`config.mk`:
```
export PLATFORM = sky130hd
export DESIGN_NAME = zhb_exec_unit
export DESIGN_NICKNAME = d
export VERILOG_FILES = /design/src/rtl/zhb_pkg.sv /design/src/rtl/zhb_mode_check.sv /design/src/rtl/zhb_mask_gen.sv /design/src/rtl/zhb_flag_gen.sv /design/src/rtl/zhb_exec_unit.sv
export SDC_FILE = /design/constraint.sdc
export NUM_CORES = 1
export LEC_CHECK = 0
export BUFFER_PORTS_ARGS = -buffer_cell sky130_fd_sc_hd__buf_2
export CORE_ASPECT_RATIO = 0.75
export CORE_MARGIN = 4
export CORE_UTILIZATION = 35
export DETAILED_ROUTE_END_ITERATION = 7
export PLACE_DENSITY = 0.66
export SKIP_LAST_GASP = 1
export SYNTH_ARGS = -nofsm -noshare
export SYNTH_HDL_FRONTEND = slang
export SYNTH_SLANG_ARGS = --single-unit
```
`constraint.sdc`:
```
create_clock -name clk -period 0.9 [get_ports clk]
set_input_delay 0.18 -clock clk [delete_from_list [all_inputs] [get_ports clk]]
set_output_delay 0.18 -clock clk [all_outputs]
set_load 0.1 [all_outputs]
```
`src/rtl/zhb_pkg.sv`:
```
package zhb_pkg;

  typedef enum logic [1:0] {
    MODE_REAL = 2'b00,
    MODE_V86  = 2'b01,
    MODE_PROT = 2'b10,
    MODE_LONG = 2'b11
  } cpu_mode_e;

  typedef struct packed {
    logic cf;
    logic zf;
    logic sf;
    logic of;
  } zhb_flags_t;

endpackage

```
`src/rtl/zhb_mode_check.sv`:
```
module zhb_mode_check
  import zhb_pkg::*;
(
  input  logic [1:0] cpu_mode,
  input  logic       enc_w,
  input  logic       enc_l,
  output logic       fault,
  output logic       wide
);

  cpu_mode_e mode;
  logic      mode_bad;

  always_comb begin
    mode     = cpu_mode_e'(cpu_mode);
    mode_bad = (mode == MODE_REAL) || (mode == MODE_V86);
    fault    = mode_bad || enc_l;
    wide     = (mode == MODE_LONG) && enc_w;
  end

endmodule

```
`src/rtl/zhb_mask_gen.sv`:
```
module zhb_mask_gen #(
  parameter int XLEN  = 64,
  parameter int HALF  = 32,
  parameter int IDX_W = 8
) (
  input  logic [IDX_W-1:0] idx,
  input  logic             wide,
  output logic [XLEN-1:0]  keep,
  output logic             over
);

  localparam int CMP_W = 32;

  logic [CMP_W-1:0] idx_ext;
  logic             over_wide;
  logic             over_half;

  assign idx_ext = {{(CMP_W-IDX_W){1'b0}}, idx};

  genvar g;
  generate
    for (g = 0; g < XLEN; g++) begin : g_keep
      if (g < HALF) begin : g_low
        assign keep[g] = (idx_ext > CMP_W'(g));
      end else begin : g_high
        assign keep[g] = wide && (idx_ext > CMP_W'(g));
      end
    end
  endgenerate

  always_comb begin
    over_wide = (idx_ext >= CMP_W'(XLEN));
    over_half = (idx_ext >= CMP_W'(HALF));
    over      = wide ? over_wide : over_half;
  end

endmodule

```
`src/rtl/zhb_flag_gen.sv`:
```
module zhb_flag_gen
  import zhb_pkg::*;
#(
  parameter int XLEN = 64,
  parameter int HALF = 32
) (
  input  logic [XLEN-1:0] res,
  input  logic            wide,
  input  logic            over,
  output zhb_flags_t      flags
);

  logic zero_lo;
  logic zero_hi;

  always_comb begin
    zero_lo   = (res[HALF-1:0] == '0);
    zero_hi   = (res[XLEN-1:HALF] == '0);
    flags.cf  = over;
    flags.zf  = wide ? (zero_lo && zero_hi) : zero_lo;
    flags.sf  = wide ? res[XLEN-1] : res[HALF-1];
    flags.of  = 1'b0;
  end

endmodule

```
`src/rtl/zhb_exec_unit.sv`:
```
module zhb_exec_unit
  import zhb_pkg::*;
#(
  parameter int XLEN  = 64,
  parameter int HALF  = XLEN / 2,
  parameter int IDX_W = 8
) (
  input  logic            clk,
  input  logic            rst_n,
  input  logic            in_valid,
  input  logic [XLEN-1:0] src_op,
  input  logic [XLEN-1:0] idx_op,
  input  logic            enc_w,
  input  logic            enc_l,
  input  logic [1:0]      cpu_mode,
  output logic            out_valid,
  output logic [XLEN-1:0] res_data,
  output logic            ud_fault,
  output logic            cf_val,
  output logic            zf_val,
  output logic            sf_val,
  output logic            of_val,
  output logic            cf_we,
  output logic            zf_we,
  output logic            sf_we,
  output logic            of_we,
  output logic            af_we,
  output logic            pf_we
);

  logic             fault_c;
  logic             wide_c;
  logic [XLEN-1:0]  keep_c;
  logic             over_c;
  logic [XLEN-1:0]  res_c;
  zhb_flags_t       flags_c;
  logic             unused_idx_hi;

  assign unused_idx_hi = ^idx_op[XLEN-1:IDX_W];

  zhb_mode_check u_mode (
    .cpu_mode (cpu_mode),
    .enc_w    (enc_w),
    .enc_l    (enc_l),
    .fault    (fault_c),
    .wide     (wide_c)
  );

  zhb_mask_gen #(
    .XLEN  (XLEN),
    .HALF  (HALF),
    .IDX_W (IDX_W)
  ) u_mask (
    .idx  (idx_op[IDX_W-1:0]),
    .wide (wide_c),
    .keep (keep_c),
    .over (over_c)
  );

  always_comb begin
    res_c = src_op & keep_c;
    if (over_c) begin
      res_c = wide_c ? src_op : {{(XLEN-HALF){1'b0}}, src_op[HALF-1:0]};
    end
  end

  zhb_flag_gen #(
    .XLEN (XLEN),
    .HALF (HALF)
  ) u_flags (
    .res   (res_c),
    .wide  (wide_c),
    .over  (over_c),
    .flags (flags_c)
  );

  // next-state
  logic            vld_d, vld_q;
  logic            flt_d, flt_q;
  logic            we_d,  we_q;
  logic            res_en;
  logic [XLEN-1:0] res_d, res_q;
  zhb_flags_t      flg_d, flg_q;

  always_comb begin
    vld_d  = in_valid;
    flt_d  = in_valid && fault_c;
    we_d   = in_valid && !fault_c;
    res_en = in_valid;
    res_d  = fault_c ? '0 : res_c;
    flg_d  = (in_valid && !fault_c) ? flags_c : flg_q;
  end

  // registers
  always_ff @(posedge clk or negedge rst_n) begin
    if (!rst_n) begin
      vld_q <= 1'b0;
      flt_q <= 1'b0;
      we_q  <= 1'b0;
      res_q <= '0;
      flg_q <= '0;
    end else begin
      vld_q <= vld_d;
      flt_q <= flt_d;
      we_q  <= we_d;
      flg_q <= flg_d;
      if (res_en) begin
        res_q <= res_d;
      end
    end
  end

  assign out_valid = vld_q;
  assign ud_fault  = flt_q;
  assign res_data  = res_q;
  assign cf_val    = flg_q.cf;
  assign zf_val    = flg_q.zf;
  assign sf_val    = flg_q.sf;
  assign of_val    = flg_q.of;
  assign cf_we     = we_q;
  assign zf_we     = we_q;
  assign sf_we     = we_q;
  assign of_we     = we_q;
  assign af_we     = 1'b0;
  assign pf_we     = 1'b0;


  valid_latency_chk: assert property (@(posedge clk) disable iff (!rst_n)
    in_valid |=> out_valid);


  idle_quiet_chk: assert property (@(posedge clk) disable iff (!rst_n)
    !in_valid |=> (!out_valid && !ud_fault && !cf_we && !zf_we && !sf_we && !of_we));


  fault_no_write_chk: assert property (@(posedge clk) disable iff (!rst_n)
    ud_fault |-> (!cf_we && !zf_we && !sf_we && !of_we && res_data == '0));


  bad_mode_fault_chk: assert property (@(posedge clk) disable iff (!rst_n)
    (in_valid && !cpu_mode[1]) |=> ud_fault);


  zero_flag_chk: assert property (@(posedge clk) disable iff (!rst_n)
    (out_valid && !ud_fault) |-> (zf_val == (res_data == '0)));


  of_clear_chk: assert property (@(posedge clk) disable iff (!rst_n)
    of_we |-> !of_val);


  subset_of_src_chk: assert property (@(posedge clk) disable iff (!rst_n)
    (in_valid && !fault_c) |=> ((res_data & ~$past(src_op)) == '0));


  narrow_upper_zero_chk: assert property (@(posedge clk) disable iff (!rst_n)
    (in_valid && !(cpu_mode == 2'b11 && enc_w)) |=> (res_data[XLEN-1:HALF] == '0));

endmodule

```
==> results.py, run 1 <==
metrics = {
    "status": {
        "status": "finished, violations left",
        "violations": "negative setup slack",
    },
    "routing": {
        "wl_met2_um": 10900,
        "drtIter0Drc": 546,
        "drc_errors": 0,
        "dr.max_layer_used": "met4",
        "wl_met1_um": 9200,
        "ant_nets": 0,
        "wl_um": 24600,
        "avgViaCountPerCell": 6.32,
        "met3RoutedLength_um": 2790,
        "wire_per_inst_um": 27.5,
        "vias": 5641,
        "drtPass1Iterations": 6,
    },
    "synth": {
        "ys_seq_area_share_pct": 47.3,
        "synthAdderAreaFrac_pct": 0.270,
        "ys.warnings.count": 0,
        "ys_ff_latch": 70,
        "yosys_most_used_dff": "dfrtp_1",
        "synthArstFlopShare_pct": 100,
        "synth_cell_types": 52,
        "synth_compound_area_share_pct": 30.4,
        "postSynthAreaPerCell_um2": 9.42,
        "synthXorXnorAreaFrac_pct": 0,
        "synth_top_family_by_area": "compound AO/OA/AOI/OAI gates",
        "synth_area_leaders": "dfrtp_1, o2bb2ai_1, o21ai_0",
        "synth_simple_gate_area_share_pct": 15.4,
        "syn-cell-area_um2": 3700,
        "synth-edff-count": 0,
        "synth_largest_area_cell": "dfrtp_1",
        "synthMuxAreaShare_pct": 0,
        "synth_top_area_share_pct": 47.3,
        "synthCells": 393,
    },
    "cells_and_area": {
        "drive_gt1_share_pct": 79.4,
        "fin_cells": 892,
        "area_growth_pct": 150,
        "nets": 886,
        "n_antenna_cell": 0,
        "utilization_pct": 89.9,
    },
    "cts": {
        "path_clk_slew_ns": 0.06,
        "cts.path.max_buffers": 2,
        "insertion_delay_ns": 0.33,
        "cts-htree-levels": 3,
        "cts_buffers": 9,
        "clockRootBuffer": "clkbuf_16",
        "clock-sinks": 70,
        "cts_tree": "done",
    },
    "power": {
        "p_leak_nw": 3.95,
        "vdd_ir_drop_max_uv": 794,
        "finalPower_mw": 11.5,
        "powerDensity_nw_per_um2": 1240,
    },
    "sta": {
        "fin_crit_ns": 2.29,
        "worst_slack_ns": -1.39,
        "rsz0062_at_grt": "true",
        "hold_viol_final": 0,
        "fin_worst_skew_ns": 0,
        "slew_violations": 0,
        "fin_hold_ws_ns": 0.109,
        "finalSetupViolCount": 139,
        "timing.fmax_mhz": 437,
        "tns_ns": -40.90,
        "final.period_utilization_pct": 254,
    },
    "global_routing": {
        "grt_use_total_pct": 32.3,
        "grt_pass1_vias": 5247,
        "grt_pass1_wl_um": 30800,
        "antenna_found_initial": 0,
        "grt.overflow.total": 0,
        "grt_start_max_net_pins": 71,
    },
    "critical_path": {
        "critPathArrivalTime_ns": 2.54,
        "worst-endpoint-required_ns": 1.15,
        "crit_path_end_kind": "flip-flop",
        "start_kind": "primary input",
        "worstSetupPathType": "primary input to flip-flop",
        "crit_fanout": 5,
    },
    "placement": {
        "dp_cells": 772,
        "port-buffer-count": 151,
        "place_congestion": 0.977,
        "place_hpwl_um": 13000,
    },
    "die": {
        "die_w_um": 127,
        "io_pins": 211,
        "die_h_um": 97.1,
        "num_rows": 32,
        "initial_core_util_pct": 36.0,
        "fp.coreArea_um2": 10300,
        "dieArea_um2": 12300,
    },
    "hold_path": {
        "hold_path.class": "primary input to flip-flop",
    },
    "flow_run": {
        "drv_cap": 0,
    },
}
==> final cells by class <==
class | count | area [um^2]
clock buffer | 9 | 225
fill | 382 | 1040
clock inverter | 7 | 97.6
sequential | 70 | 1850
multi-input combinational | 272 | 2680
inverter | 15 | 75.1
timing repair inverter | 1 | 16.3
tap | 136 | 170
timing repair buffer | 382 | 4140
==> layout by cell type, fill, tap and decap left out, drive strengths merged, types with 5 or more instances in the layout <==
master,Yosys,final
a21oi,18,18
a31oi,5,5
a32o,17,17
buf,16,381
clkbuf,23,9
clkinv,2,5
dfrtp,70,70
inv,13,13
nand2,40,40
nand3,24,24
nand4,10,10
nor2,9,10
o21ai,40,40
o2bb2ai,40,40
==> synthesized netlist by cell type (3+ instances only) <==
cell type / count
o2bb2ai_1: 40
and3_1: 3
a21oi_1: 18
a211oi_1: 3
buf_1: 6
nand4_1: 10
nor4_1: 3
nor2_1: 9
nor3_1: 4
a32o_1: 17
o31ai_1: 3
nand3b_1: 3
o21a_1: 3
nand2_1: 40
a22o_1: 4
a31oi_1: 5
inv_1: 13
clkbuf_1: 23
buf_4: 6
nand3_1: 24
a21boi_0: 3
or3_1: 4
dfrtp_1: 70
o21ai_0: 38
o211ai_1: 3
==> final timing paths <==
kind                                           from                        to  slack, ns  cells after the start
max                                       idx_op[7]        zf_val$_DFFE_PN0P_      -1.39                     12
min                                      src_op[47]  res_data[47]$_DFFE_PN0P_       0.11                      2
max reg2reg                res_data[55]$_DFFE_PN0P_  res_data[55]$_DFFE_PN0P_      -0.17                      3
min reg2reg                      cf_val$_DFFE_PN0P_        cf_val$_DFFE_PN0P_       0.53                      2
max in group asynchronous                     rst_n  res_data[30]$_DFFE_PN0P_       0.14                      3
min in group asynchronous                     rst_n  res_data[44]$_DFFE_PN0P_       0.39                      3
==> sequential cells by signal (all words and copies together) (netlist names) <==
name and count:
cf_val 1, cf_we 1, out_valid 1, res_data 64
sf_val 1, ud_fault 1, zf_val 1
==> per-layer routing <==
metal	vias to the layer above	track usage [%]
met3	165	9.73
met1	2739	43.6
met2	519	49.5
met5	-	0
li1	2218	-
met4	0	11.0
==> cell families after synthesis <==
kind of cell,after synthesis
compound gates,154
simple gates,113
flops,70
buf+inv,54
fa+ha+maj,1
other cells,1
==> critical path, cell delays in order <==
cell      delay [ns]
buf_8           0.10
buf_12          0.13
buf_12          0.12
buf_12          0.12
buf_8           0.12
nor2_4          0.22
o21a_1          0.19
o22ai_1         0.11
a311oi_1        0.32
nand4_1         0.22
or4_1           0.48
a31oi_1         0.22
==> repair_timing <==
item | in CTS | in global routing
setup buffers | 83 | 64
setup endpoints to repair | 139 | 141
resized for setup | 173 | 108
gates cloned | 2 | 0
pin swaps | 65 | 62
hold buffers | 1 | 0
endpoints found under the hold margin | 70 | 0
==> power by group <==
part / internal (mW) / total [mW] / switching, mW
logic: 1.66 / 4.01 / 2.35
clock network: 2.44 / 4.01 / 1.57
registers: 3.29 / 3.44 / 0.153
==> metrics by stage <==
step	setup WS [ns]	area [um^2]
after global routing	-1.42	9250
after CTS	-1.22	8500
after detailed placement	-1.65	6860
final	-1.39	9250
after global placement	-1.58	6860
after floorplan	-1.49	4310
No activity file was read; power rests on OpenSTA's default activity.
==> run 2: changes to the inputs <==
Settings changed: CORE_UTILIZATION 35 to 41, PLACE_DENSITY 0.66 to 0.75.
==> run 2 against run 1 <==
Effect of this change: synthesized cell count did not move; the flow now stops in clock tree synthesis; synthesized area did not move.
==> results.py, run 2 <==
metrics = {
    "synth": {
        "ys_seq_area_share_pct": 47.3,
        "ys_ff_latch": 70,
        "postSynthAreaPerCell_um2": 9.42,
        "synth_cell_types": 52,
        "ys.warnings.count": 0,
        "yosysMostFrequentCell": "dfrtp_1",
        "synth_area_leaders": "dfrtp_1, o2bb2ai_1, o21ai_0",
        "synth_largest_area_cell": "dfrtp_1",
        "yosys_most_used_dff": "dfrtp_1",
        "synth_top_cells_by_count": "dfrtp_1, nand2_1, o2bb2ai_1, o21ai_0, nand3_1",
        "synth-edff-count": 0,
        "synth_top_area_share_pct": 47.3,
        "synthArstFlopShare_pct": 100,
        "synthCells": 393,
        "syn-cell-area_um2": 3700,
    },
    "placement": {
        "port-buffer-count": 151,
        "place_congestion": 0.973,
        "post-place-ws_ns": -1.65,
        "place_hpwl_um": 13400,
    },
    "status": {
        "lastStage": "clock tree synthesis",
        "stop_error": "[ERROR DPL-0033] detailed placement checks failed during check placement.",
        "status": "aborted with a tool error",
    },
    "die": {
        "initial_core_util_pct": 42.9,
        "die_w_um": 118,
        "die_h_um": 90.3,
        "num_rows": 29,
        "io_pins": 211,
    },
    "cts": {
        "cts_setup_buffers": 93,
        "clock-sinks": 70,
        "cts_buffers": 9,
        "cts.path.max_buffers": 2,
        "cts_resized": 173,
        "clockRootBuffer": "clkbuf_16",
        "hold_buffers": 1,
        "cts-htree-levels": 3,
    },
}
-- run 2: cell counts after synthesis --
No cell type changed its count.
-- run 2: cell families after synthesis --
group / count (synthesis) / share of synthesized area, %
compound gates: 154 / 30.4
buf+inv: 54 / 6.55
simple gates: 113 / 15.4
other cells: 1 / 0.101
flops: 70 / 47.3
fa+ha+maj: 1 / 0.270
-- run 2: stage by stage --
| stage | cell area (um^2) | setup TNS (ns) | cells | hold WS, ns |
|---|---|---|---|---|
| detailed placement | 6830 | -45.95 | 743 | 0.239 |
| global placement | 6830 | -43.34 | 743 | 0.232 |
| floorplan | 4310 | -20.64 | 395 | -0.116 |
==> run 3: changes to the inputs <==
Settings changed: CORE_ASPECT_RATIO 0.75 to unset, CORE_UTILIZATION 41 to 26, PLACE_DENSITY 0.75 to unset, PLACE_DENSITY_LB_ADDON set to 0.15.
==> run 3 against run 2 <==
Effect of this change: the flow now finishes, with violations (negative setup slack).
==> results.py, run 3 (synthesis results as in run 1) <==
metrics = {
    "cells_and_area": {
        "fillers": 1088,
        "largest_register_ffs": 64,
        "layout.cells.most_common": "buf_4",
        "area_growth_pct": 143,
        "multi_input_area_um2": 2550,
        "utilization_pct": 64.5,
        "seq_area_um2": 1850,
        "nets": 874,
        "n_antenna_cell": 0,
        "mostFrequentLayoutCells": "buf_4, buf_12, buf_2",
        "drive_gt1_share_pct": 77.6,
    },
    "sta": {
        "hold_viol_final": 0,
        "rsz0062_at_grt": "true",
        "worst_slack_ns": -1.16,
        "fin_worst_skew_ns": 0,
        "final.period_utilization_pct": 229,
        "fin_crit_ns": 2.06,
        "timing.fmax_mhz": 485,
        "slew_violations": 0,
        "tns_ns": -32.06,
        "finalSetupViolCount": 137,
    },
    "routing": {
        "avgViaCountPerCell": 5.06,
        "wl_met1_um": 8180,
        "drc_errors": 0,
        "dr.max_layer_used": "met4",
        "wire_per_inst_um": 20.3,
        "ant_nets": 0,
        "vias": 4677,
        "wl_um": 18700,
        "wl_met2_um": 9150,
        "drtPass1Iterations": 4,
        "drtIter0Drc": 257,
        "met3RoutedLength_um": 1100,
    },
    "die": {
        "initial_core_util_pct": 26.6,
        "fp.coreArea_um2": 13900,
        "die_h_um": 127,
        "io_pins": 211,
        "dieArea_um2": 16200,
        "die_w_um": 127,
        "num_rows": 43,
    },
    "global_routing": {
        "grt_pass1_vias": 4867,
        "antenna_found_initial": 0,
        "grt_use_total_pct": 22.9,
        "grt.overflow.total": 0,
        "grt_pass1_wl_um": 28500,
        "grt_start_max_net_pins": 37,
    },
    "power": {
        "finalPower_mw": 10.6,
        "vdd_ir_drop_max_uv": 850,
        "powerDensity_nw_per_um2": 1180,
        "p_leak_nw": 3.81,
    },
    "hold_path": {
        "min_path_cells": 2,
        "hold_path.class": "primary input to flip-flop",
    },
    "cts": {
        "path_clk_slew_ns": 0.06,
        "clockRootBuffer": "clkbuf_16",
        "cts-htree-levels": 3,
        "cts_buffers": 9,
        "clock-sinks": 70,
        "insertion_delay_ns": 0.34,
        "cts.path.max_buffers": 2,
        "cts_tree": "done",
    },
    "critical_path": {
        "critPathArrivalTime_ns": 2.33,
        "worst-endpoint-required_ns": 1.17,
        "rr_worst_depth": 3,
        "start_kind": "primary input",
        "crit_fanout": 5,
        "worstSetupPathType": "primary input to flip-flop",
        "crit_path_end_kind": "flip-flop",
    },
    "placement": {
        "post-place-ws_ns": -1.58,
        "port-buffer-count": 151,
        "place_congestion": 0.942,
        "place_hpwl_um": 13900,
    },
    "status": {
        "status": "finished, violations left",
        "violations": "negative setup slack",
    },
    "flow_run": {
        "drv_cap": 0,
    },
}
-- run 3: final timing paths --
check | slack, ns | to | startpoint
max in group asynchronous | 0.19 | cf_we$_DFF_PN0_ | rst_n
max | -1.16 | zf_val$_DFFE_PN0P_ | idx_op[0]
min in group asynchronous | 0.24 | res_data[43]$_DFFE_PN0P_ | rst_n
min | 0.1 | res_data[47]$_DFFE_PN0P_ | src_op[47]
min reg2reg | 0.53 | res_data[54]$_DFFE_PN0P_ | res_data[54]$_DFFE_PN0P_
max reg2reg | 0.01 | zf_val$_DFFE_PN0P_ | zf_val$_DFFE_PN0P_
-- run 3: through the flow --
step	cell area, um^2	hold WS, ns	cells
6_report	8980	0.0980	924
5_1_grt	8980	0.105	924
4_1_cts	8530	0.0940	903
3_5_place_dp	7040	0.0652	829
3_3_place_gp	7040	0.0652	829
2_1_floorplan	4310	-0.116	395
-- run 3: power breakdown --
group | total [mW] | internal (mW) | switching (mW)
Clock | 3.44 | 2.02 | 1.42
Sequential | 3.43 | 3.29 | 0.140
Combinational | 3.73 | 1.60 | 2.13
Total | 10.6 | 6.91 | 3.70
-- run 3: cell type report --
cell class	count	area share, %
Multi-Input combinational cell	272	28.4
Clock buffer	12	2.86
Inverter	15	0.919
Clock inverter	4	0.348
Timing Repair Buffer	371	44.4
Sequential cell	70	20.5
Tap cell	180	2.51
-- run 3: per-layer routing --
layer	up-vias	global-route usage [%]
met5	-	0
met1	2326	31.3
met3	18	4.10
met4	0	6.62
met2	135	37.1
li1	2198	-
-- run 3: timing repair --
item | 4_1_cts | 5_1_grt
pin swaps | 53 | 43
resized for setup | 168 | 67
buffers inserted | 67 | 33
endpoints found under the setup margin | 139 | 138
gates cloned | 2 | 0
hold buffers | 1 | 0
hold endpoints to repair | 58 | 0
-- run 3: critical path, stage by stage --
cell and delay [ns]:
buf_6 0.11, or4_4 0.58, o21ai_4 0.19, nand2_1 0.08, o21ai_0 0.22, nand4_1 0.17, or4_1 0.61, a31oi_1 0.19
